`src/rtl/lic_pkg.sv`:
```
package lic_pkg;
  localparam int WORD_W     = 32;
  localparam int MASTER_BIT = 31;
  localparam int ERR_LO     = 27;
  localparam int ERR_HI     = 30;
  localparam int DEV_TOP    = 22;
  localparam int SOFT_BASE  = 16;  // level L soft bit sits at SOFT_BASE+L
  localparam int TICK_MBIT  = 7;
  localparam int TICK_LVL   = 14;
  localparam int ERR_LVL    = 15;
  localparam logic [WORD_W-1:0] LINE_VALID = 32'h787F_FFFF;

  typedef logic [15:1] lvl_vec_t;

  // fixed device bit to processor level mapping
  function automatic logic [3:0] src_level(input int b);
    case (b)
      0, 7:   return 4'd2;
      1, 8:   return 4'd3;
      2, 9:   return 4'd5;
      3, 10:  return 4'd7;
      4, 11:  return 4'd9;
      5, 12:  return 4'd11;
      6, 13:  return 4'd13;
      14, 15: return 4'd12;
      16:     return 4'd6;
      17:     return 4'd13;
      18:     return 4'd4;
      19:     return 4'd10;
      20:     return 4'd8;
      21:     return 4'd9;
      22:     return 4'd11;
      default: return 4'd0;
    endcase
  endfunction

  function automatic lvl_vec_t dev_levels(input logic [WORD_W-1:0] act);
    logic [15:0] v;
    v = '0;
    for (int b = 0; b <= DEV_TOP; b++)
      if (act[b]) v[src_level(b)] = 1'b1;
    return v[15:1];
  endfunction

  function automatic logic [3:0] top_level(input lvl_vec_t v);
    logic [3:0] r;
    r = 4'd0;
    for (int l = 1; l <= 15; l++)
      if (v[l]) r = 4'(l);
    return r;
  endfunction
endpackage

```
`src/rtl/lic_glob_regs.sv`:
```
module lic_glob_regs
  import lic_pkg::*;
#(
  parameter int TGT_W = 2
) (
  input  logic              clk,
  input  logic              rst_n,
  input  logic              set_we,
  input  logic              clr_we,
  input  logic              tgt_we,
  input  logic [WORD_W-1:0] wdata,
  output logic [WORD_W-1:0] mask_q,
  output logic [TGT_W-1:0]  tgt_q
);
  always_ff @(posedge clk or negedge rst_n) begin
    if (!rst_n) begin
      mask_q <= '1;
      tgt_q  <= '0;
    end else begin
      if (set_we) mask_q <= mask_q | wdata;
      if (clr_we) mask_q <= mask_q & ~wdata;
      if (tgt_we) tgt_q  <= wdata[TGT_W-1:0];
    end
  end


  mask_set_chk: assert property (@(posedge clk) disable iff (!rst_n)
    set_we |=> ((mask_q & $past(wdata)) == $past(wdata)));

  mask_clr_chk: assert property (@(posedge clk) disable iff (!rst_n)
    clr_we |=> ((mask_q & $past(wdata)) == '0));

  mask_hold_chk: assert property (@(posedge clk) disable iff (!rst_n)
    (!set_we && !clr_we) |=> $stable(mask_q));

  tgt_hold_chk: assert property (@(posedge clk) disable iff (!rst_n)
    !tgt_we |=> $stable(tgt_q));
endmodule

```
`src/rtl/lic_cpu_port.sv`:
```
module lic_cpu_port
  import lic_pkg::*;
(
  input  logic              clk,
  input  logic              rst_n,
  input  logic              set_we,
  input  logic              clr_we,
  input  logic [15:1]       soft_d,
  input  logic              tick_d,
  input  lvl_vec_t          glob_lv,
  input  logic              err_in,
  input  logic              tick_in,
  input  logic              hard_blk,
  output logic [WORD_W-1:0] reg_rd,
  output logic [3:0]        level_q
);
  logic [15:1] soft_q;
  logic        tmask_q;
  logic        tick_live;
  lvl_vec_t    cand;

  always_ff @(posedge clk or negedge rst_n) begin
    if (!rst_n) begin
      soft_q  <= '0;
      tmask_q <= 1'b1;
    end else begin
      if (set_we) begin
        soft_q <= soft_q | soft_d;
        if (tick_d) tmask_q <= 1'b1;
      end
      if (clr_we) begin
        soft_q <= soft_q & ~soft_d;
        if (tick_d) tmask_q <= 1'b0;
      end
    end
  end

  assign tick_live = tick_in && !tmask_q && !hard_blk;

  always_comb begin
    cand = soft_q | glob_lv;
    if (err_in)    cand[ERR_LVL]  = 1'b1;
    if (tick_live) cand[TICK_LVL] = 1'b1;
  end

  always_ff @(posedge clk or negedge rst_n) begin
    if (!rst_n) level_q <= 4'd0;
    else        level_q <= top_level(cand);
  end

  always_comb begin
    reg_rd = '0;
    reg_rd[WORD_W-1:SOFT_BASE+1] = soft_q;
    reg_rd[TICK_MBIT] = tmask_q;
  end


  err_top_chk: assert property (@(posedge clk) disable iff (!rst_n)
    err_in |=> (level_q == 4'd15));

  soft_top_chk: assert property (@(posedge clk) disable iff (!rst_n)
    (set_we && soft_d[15]) |=> ##1 (level_q == 4'd15));

  tick_lvl_chk: assert property (@(posedge clk) disable iff (!rst_n)
    tick_live |=> (level_q >= 4'd14));

  idle_zero_chk: assert property (@(posedge clk) disable iff (!rst_n)
    (cand == '0) |=> (level_q == 4'd0));

  busy_nonzero_chk: assert property (@(posedge clk) disable iff (!rst_n)
    (cand != '0) |=> (level_q != 4'd0));
endmodule

```
`src/rtl/mp_level_intc.sv`:
```
module mp_level_intc
  import lic_pkg::*;
#(
  parameter int NCPU   = 4,
  parameter int ADDR_W = 6
) (
  input  logic                clk,
  input  logic                rst_n,
  input  logic                bus_wr,
  input  logic [ADDR_W-1:0]   bus_addr,
  input  logic [WORD_W-1:0]   bus_wdata,
  output logic [WORD_W-1:0]   bus_rdata,
  input  logic [WORD_W-1:0]   dev_irq,
  input  logic [NCPU-1:0]     cpu_tick,
  output logic [4*NCPU-1:0]   cpu_level
);
  localparam int TGT_W    = (NCPU > 1) ? $clog2(NCPU) : 1;
  localparam int CPU_BASE = 16;
  localparam logic [ADDR_W-1:0] A_PEND  = ADDR_W'(0);
  localparam logic [ADDR_W-1:0] A_MASK  = ADDR_W'(1);
  localparam logic [ADDR_W-1:0] A_MSET  = ADDR_W'(2);
  localparam logic [ADDR_W-1:0] A_MCLR  = ADDR_W'(3);
  localparam logic [ADDR_W-1:0] A_TGT   = ADDR_W'(4);

  logic [WORD_W-1:0] mask_q;
  logic [TGT_W-1:0]  tgt_q;
  logic [WORD_W-1:0] lines;
  logic [WORD_W-1:0] active;
  logic              master_on;
  logic              err_any;
  lvl_vec_t          dev_lv;
  logic [WORD_W-1:0] cpu_rd [NCPU];

  lic_glob_regs #(.TGT_W(TGT_W)) u_glob (
    .clk    (clk),
    .rst_n  (rst_n),
    .set_we (bus_wr && bus_addr == A_MSET),
    .clr_we (bus_wr && bus_addr == A_MCLR),
    .tgt_we (bus_wr && bus_addr == A_TGT),
    .wdata  (bus_wdata),
    .mask_q (mask_q),
    .tgt_q  (tgt_q)
  );

  assign lines     = dev_irq & LINE_VALID;
  assign master_on = mask_q[MASTER_BIT];
  assign active    = master_on ? '0 : (lines & ~mask_q);
  assign err_any   = |active[ERR_HI:ERR_LO];
  assign dev_lv    = dev_levels(active);

  for (genvar c = 0; c < NCPU; c++) begin : g_cpu
    localparam logic [ADDR_W-1:0] BASE = ADDR_W'(CPU_BASE + 4 * c);
    lvl_vec_t steer_lv;
    assign steer_lv = (tgt_q == TGT_W'(c)) ? dev_lv : '0;

    lic_cpu_port u_port (
      .clk      (clk),
      .rst_n    (rst_n),
      .set_we   (bus_wr && bus_addr == BASE + ADDR_W'(1)),
      .clr_we   (bus_wr && bus_addr == BASE + ADDR_W'(2)),
      .soft_d   (bus_wdata[WORD_W-1:SOFT_BASE+1]),
      .tick_d   (bus_wdata[TICK_MBIT]),
      .glob_lv  (steer_lv),
      .err_in   (err_any),
      .tick_in  (cpu_tick[c]),
      .hard_blk (master_on),
      .reg_rd   (cpu_rd[c]),
      .level_q  (cpu_level[4*c +: 4])
    );


    steer_only_chk: assert property (@(posedge clk) disable iff (!rst_n)
      (tgt_q != TGT_W'(c)) |-> (steer_lv == '0));
  end

  always_comb begin
    bus_rdata = '0;
    case (bus_addr)
      A_PEND:  bus_rdata = lines;
      A_MASK:  bus_rdata = mask_q;
      A_TGT:   bus_rdata = WORD_W'(tgt_q);
      default: bus_rdata = '0;
    endcase
    for (int c = 0; c < NCPU; c++)
      if (bus_addr == ADDR_W'(CPU_BASE + 4 * c)) bus_rdata = cpu_rd[c];
  end


  master_gate_chk: assert property (@(posedge clk) disable iff (!rst_n)
    master_on |-> (active == '0));
endmodule

```
`config.mk`:
```
export PLATFORM = sky130hd
export DESIGN_NAME = mp_level_intc
export DESIGN_NICKNAME = d
export VERILOG_FILES = /design/src/rtl/lic_pkg.sv /design/src/rtl/lic_glob_regs.sv /design/src/rtl/lic_cpu_port.sv /design/src/rtl/mp_level_intc.sv
export SDC_FILE = /design/constraint.sdc
export NUM_CORES = 1
export LEC_CHECK = 0
export ABC_AREA = 1
export BUFFER_PORTS_ARGS = -buffer_cell sky130_fd_sc_hd__buf_2
export CAP_MARGIN = 20
export CORE_MARGIN = 2
export CORE_UTILIZATION = 30
export DETAILED_ROUTE_END_ITERATION = 8
export SLEW_MARGIN = 25
export SYNTH_ARGS = -nofsm -noshare
export SYNTH_HDL_FRONTEND = slang
export SYNTH_SLANG_ARGS = --single-unit
```
`constraint.sdc`:
```
create_clock -name clk -period 2.41 [get_ports clk]
set_clock_uncertainty 0.15 [all_clocks]
set_input_delay 0.241 -clock clk [delete_from_list [all_inputs] [get_ports clk]]
set_output_delay 0.241 -clock clk [all_outputs]
set_load 0.02 [all_outputs]
```
### Yosys cells after proc, flatten, opt, wreduce, memory -nomap -nowiden

Index checks and enable logic that the tools add are counted.

| storage, ports and cells | value |
|---|---|
| register bits | 114 |
| input port bits | 77 |
| output and inout port bits | 48 |

| operators by class | value |
|---|---|
| magnitude comparators | 46 |
| equality and inequality tests | 19 |
| multiplexer cells | 196 |
| bitwise operators | 40 |
| reduce and logical (&&, ||, !) cells | 55 |

Operators with widths:

| operator | count |
|---|---|
| 16-bit 2-to-1 mux | 23 |
| 16-bit bitwise OR | 22 |
| 4-bit 2-to-1 mux | 55 |
| 32-bit 2-to-1 mux | 6 |
| 15-bit 2-to-1 mux | 12 |
| 15-bit bitwise OR | 8 |
| 4-bit by 5-bit < comparator with 1-bit output (second input constant) | 23 |
| 32-bit one-hot mux with 3 select lines | 1 |
| 1-bit demux with 4-bit select | 23 |
| 4-bit by 1-bit >= comparator with 1-bit output (second input constant) | 23 |
| 6-bit by 5-bit equality test with 1-bit output (second input constant) | 12 |
| 15-bit bitwise AND | 4 |
| 1-bit 2-to-1 mux | 51 |
| 3-bit 2-to-1 mux | 16 |
| 1-bit logical AND | 42 |
| 32-bit bitwise AND | 1 |
| 32-bit NOT | 1 |
| 32-bit bitwise OR | 1 |
| 31-bit bitwise AND | 1 |
| 31-bit 2-to-1 mux | 1 |
| 31-bit NOT | 1 |
| 2-bit 2-to-1 mux | 8 |
| 15-bit NOT | 1 |
| 6-bit by 2-bit equality test with 1-bit output (second input constant) | 2 |
| other kinds (9) | 18 |

### Depth between registers and ports, before layout

| logic depth | value |
|---|---|
| word-level depth | 70 |
| depth in mapped cells | 19 |

### Cells and area by module

From an unflattened synthesis, not the netlist that was laid out.

| second synthesis, totals | value |
|---|---|
| cell total of the unflattened synthesis | 1283 |
| area total of the unflattened synthesis | 8291.7 um^2 |

Modules (own cells, without submodules):

| module | instances | cells an instance | area each (um^2) |
|---|---|---|---|
| lic_cpu_port at g_cpu[2].u_port ... | 2 | 144 | 1127.3 |
| lic_cpu_port at g_cpu[0].u_port ... | 2 | 144 | 1124.8 |
| mp_level_intc | 1 | 469 | 2102.0 |
| lic_glob_regs | 1 | 238 | 1685.4 |

### Worst setup path after synthesis

Ideal clock, no wire load.

| path | value |
|---|---|
| path kind | input to output |
| start point | input bus_addr[2] |
| end point | output bus_rdata[10] |
| data arrival time | 1699 ps |
| slack | 320 ps |
| stages on the path | 9 |
| path buffers | 2 |
| cells stage by stage | buf_2 nor2_1 inv_2 nor2_1 inv_2 nor2_1 inv_1 clkbuf_1 o21ai_0 |

| between the ends | value |
|---|---|
| word-level cells in the longest chain between the ends | 6 |

Ends and longest elaborated chain:

| element | line | source |
|---|---|---|
| from (decl) | mp_level_intc.sv:10 | `input logic [ADDR_W-1:0] bus_addr,` |
| 6-bit by 3-bit equality test with 1-bit output (tied with other cells) | mp_level_intc.sv:78 | `case (bus_addr)` |
| 32-bit one-hot mux with 3 select lines | mp_level_intc.sv:78 |  |
| 32-bit 2-to-1 mux (3 in series) | mp_level_intc.sv:85 | `if (bus_addr == ADDR_W'(CPU_BASE + 4 * c)) bus_rdata = cpu_rd[c];` |
| 32-bit 2-to-1 mux * | mp_level_intc.sv:85 |  |
| to (decl) | mp_level_intc.sv:12 | `output logic [WORD_W-1:0] bus_rdata,` |

Every way passes the cells marked *; elsewhere a longest branch is shown, timed or not.

### Worst setup path in the final report

| path | value |
|---|---|
| start point | input bus_addr[2] |
| end point | output bus_rdata[7] |

The elaborated chain is that of the path after synthesis.

==> impl_metrics.env <==
export IMPL_run_status="finished clean"
export IMPL_via_count=6639
export IMPL_top_layer="met4"
export IMPL_p_leak_nw=4.02
export IMPL_dp_hpwl_mm=17.2
export IMPL_ir_drop_v=0.000425
export IMPL_place_area_sq_um=7460
export IMPL_die_y_microns=149
export IMPL_vias_per_cell=5.03
export IMPL_hold_viol=0
export IMPL_rows=53
export IMPL_start_util_pct=30.4
export IMPL_antennaDiodeCount=0
export IMPL_synth_common_cells="161 x nand2_1, 151 x inv_1, 148 x o21ai_0"
export IMPL_ant_nets=0
export IMPL_core_area_sq_um=20900
export IMPL_drtPass1Iterations=5
export IMPL_grt_max_degree=41
export IMPL_async_flop_share_pct=100
export IMPL_r2r_end="g_cpu[2].u_port.level_q[1]"
export IMPL_crit_fanout=11
export IMPL_cp_start_kind="primary input"
export IMPL_slew_headroom_pct=63.0
export IMPL_yosysTopAreaCellShare_pct=30.8
export IMPL_synth_seq_cells=114
export IMPL_crit_path_end="bus_rdata[7]"
export IMPL_worstPathArrival_ns=1.89
export IMPL_grt_ovfl_total=0
export IMPL_post_route_drc_count=0
export IMPL_finalSetupTns_ns=0
export IMPL_syn_area_sq_um=6340
export IMPL_pin_count=125
export IMPL_power_density_nw_per_um2=736
export IMPL_seqPwrFrac_pct=38.9
export IMPL_routed_wl_mm=23.4
export IMPL_p_switching_mw=1.97
export IMPL_pwr_share_clk_pct=38.7
export IMPL_worstPathRequired_ns=2.02
export IMPL_m1WireLength_mm=10.3
export IMPL_synthToLayoutAreaGrowth_pct=31.6
export IMPL_hp_class="in -> reg"
export IMPL_path_clk_slew_ns=0.06
export IMPL_die_area_sq_um=22300
export IMPL_setup_viol_count_final=0
export IMPL_cts_tree="built"
export IMPL_fmax_mhz=439
export IMPL_synth_most_common_cell="nand2_1"
export IMPL_synth_avg_cell_area_sq_um=7.45
export IMPL_yosysUniqueCellTypes=30
export IMPL_worst_slack_ns=0.131
export IMPL_grt_pass1_vias=6562
export IMPL_clock_sinks=114
export IMPL_ff2ff_path_depth=11
export IMPL_grt_usage_pct=21.5
export IMPL_num_nets_final=1109
export IMPL_synth_edf_count=0
export IMPL_maxCapViolCount=0
export IMPL_ys_warn_count=0
export IMPL_swShare_pct=32.0
export IMPL_seq_area_frac_synth_pct=45.7
export IMPL_design_area_sq_um=8340
export IMPL_wl_per_cell_microns=17.7
export IMPL_antenna_found_initial=0
export IMPL_min_period_ns=2.28
export IMPL_startpoint="bus_addr[2]"
export IMPL_ys_flop_type="dfrtp_1"
export IMPL_rsz0062_at_grt="no"
export IMPL_fill_cells=2187
export IMPL_period_share_pct=94.6
export IMPL_root_buffer="clkbuf_16"
export IMPL_grt_pass1_wl_mm=35.8
export IMPL_worst_setup_path_end_kind="output port"
export IMPL_netlist_instances=851
export IMPL_drv_slew=0
export IMPL_gpl_final_weighted_congestion=0.968
export IMPL_r2r_slack_ns=0.25
export IMPL_syn_nets=928
export IMPL_clockBufferDepth=2
export IMPL_clock_latency_ns=0.43
export IMPL_die_width_microns=149
export IMPL_layout_drive_gt1_share_pct=22.1
export IMPL_cts_made_buffers=17
export IMPL_wl_met2_mm=10.7
export IMPL_yosys_area_top_type="dfrtp_1"
export IMPL_internal_power_mw=4.17
export IMPL_first_iter_violations=521
export IMPL_post_place_ws_ns=0.142
export IMPL_wl_met3_mm=1.60
export IMPL_comb_power_share_pct=22.4
export IMPL_synth_area_top_cells="dfrtp_1 31%, dfstp_2 15%, o21ai_0 12%"
export IMPL_io_buffers=119
export IMPL_h_tree_depth=4
export IMPL_worstMarginPinSlew_ns=0.556
export IMPL_path_class="in -> out"
==> timing repair <==
action / 4_1_cts / 5_1_grt
endpoints found under the setup margin: 0 / 1
setup buffers: 0 / 0
hold buffers: 33 / 0
resized for setup: 0 / 1
hold endpoints to repair: 65 / 0
==> area by class of cell <==
class | instances | area, sq um | area share (%)
clock buffer | 21 | 462 | 5.53
clock inverter | 11 | 85.1 | 1.02
inverter | 153 | 574 | 6.88
multi-input combinational | 558 | 2740 | 32.9
sequential | 114 | 2900 | 34.7
tap | 275 | 344 | 4.12
timing repair buffer | 188 | 1240 | 14.9
==> cells in the final DEF (no fill, tap or decap), types with 7 or more instances in the layout <==
cell and n:
inv_1 151, o22ai_1 8, nand3_1 29, clkbuf_16 18, buf_2 118, a31oi_1 11, clkinv_2 7, buf_4 33
nor2_1 41, o21ai_0 148, nand2_1 161, o221ai_1 20, dfrtp_1 78, dfstp_2 36, a22oi_1 10, a21oi_1 89
dlygate4sd3_1 33
==> per-layer routing <==
metal	vias up	global-route usage, %
met2	301	34.7
met4	0	9.62
met1	3081	27.8
met5	-	0
li1	3205	-
met3	52	4.37
==> power by group through the flow <==
stage	Clock [mW]	Combinational (mW)	Sequential, mW
5_1_grt	2.49	1.56	2.42
3_3_place_gp	0	1.29	2.41
6_report	2.38	1.37	2.39
2_1_floorplan	0	0.801	2.40
3_5_place_dp	0	1.31	2.41
4_1_cts	2.40	1.36	2.38
==> logic make-up after synthesis <==
| kind of cell | after synthesis | synth area share, % |
|---|---|---|
| compound gates | 305 | 26.7 |
| buf+inv | 179 | 11.1 |
| flops | 114 | 45.7 |
| simple gates | 253 | 16.5 |
==> how the worst min path moves through the flow <==
stage | start | to | slack [ns] | cells past startpoint
global placement | rst_n | u_glob.tgt_q[0] | 0.11 | 1
floorplan | rst_n | async pin | -0.20 | 0
finish | bus_wr | u_glob.tgt_q[1] | 0.05 | 3
CTS | bus_wr | u_glob.tgt_q[1] | 0.03 | 3
global route | bus_wr | u_glob.tgt_q[1] | 0.08 | 3
detailed placement | rst_n | u_glob.tgt_q[0] | 0.11 | 1
==> worst max-delay path, cell delays in order <==
cell and delay (ns):
buf_2 0.13, nor2_1 0.15, inv_2 0.08, nor2_1 0.16, inv_2 0.09, nor2_1 0.19
buf_6 0.20, nand2_1 0.06, o221ai_1 0.12, a31oi_1 0.10, o221ai_1 0.13, buf_2 0.22
==> through the flow <==
step                total power, mW  std cells  hold WS [ns]  util, %
detailed placement             3.73       1255         0.114     35.7
floorplan                      3.20        851        -0.205        -
finish                         6.14       1320        0.0522     39.9
global route                   6.48       1320        0.0790     39.9
CTS                            6.15       1320        0.0349     39.9
global placement               3.70       1255         0.114     35.7
Power figures use the tool's default switching activity.
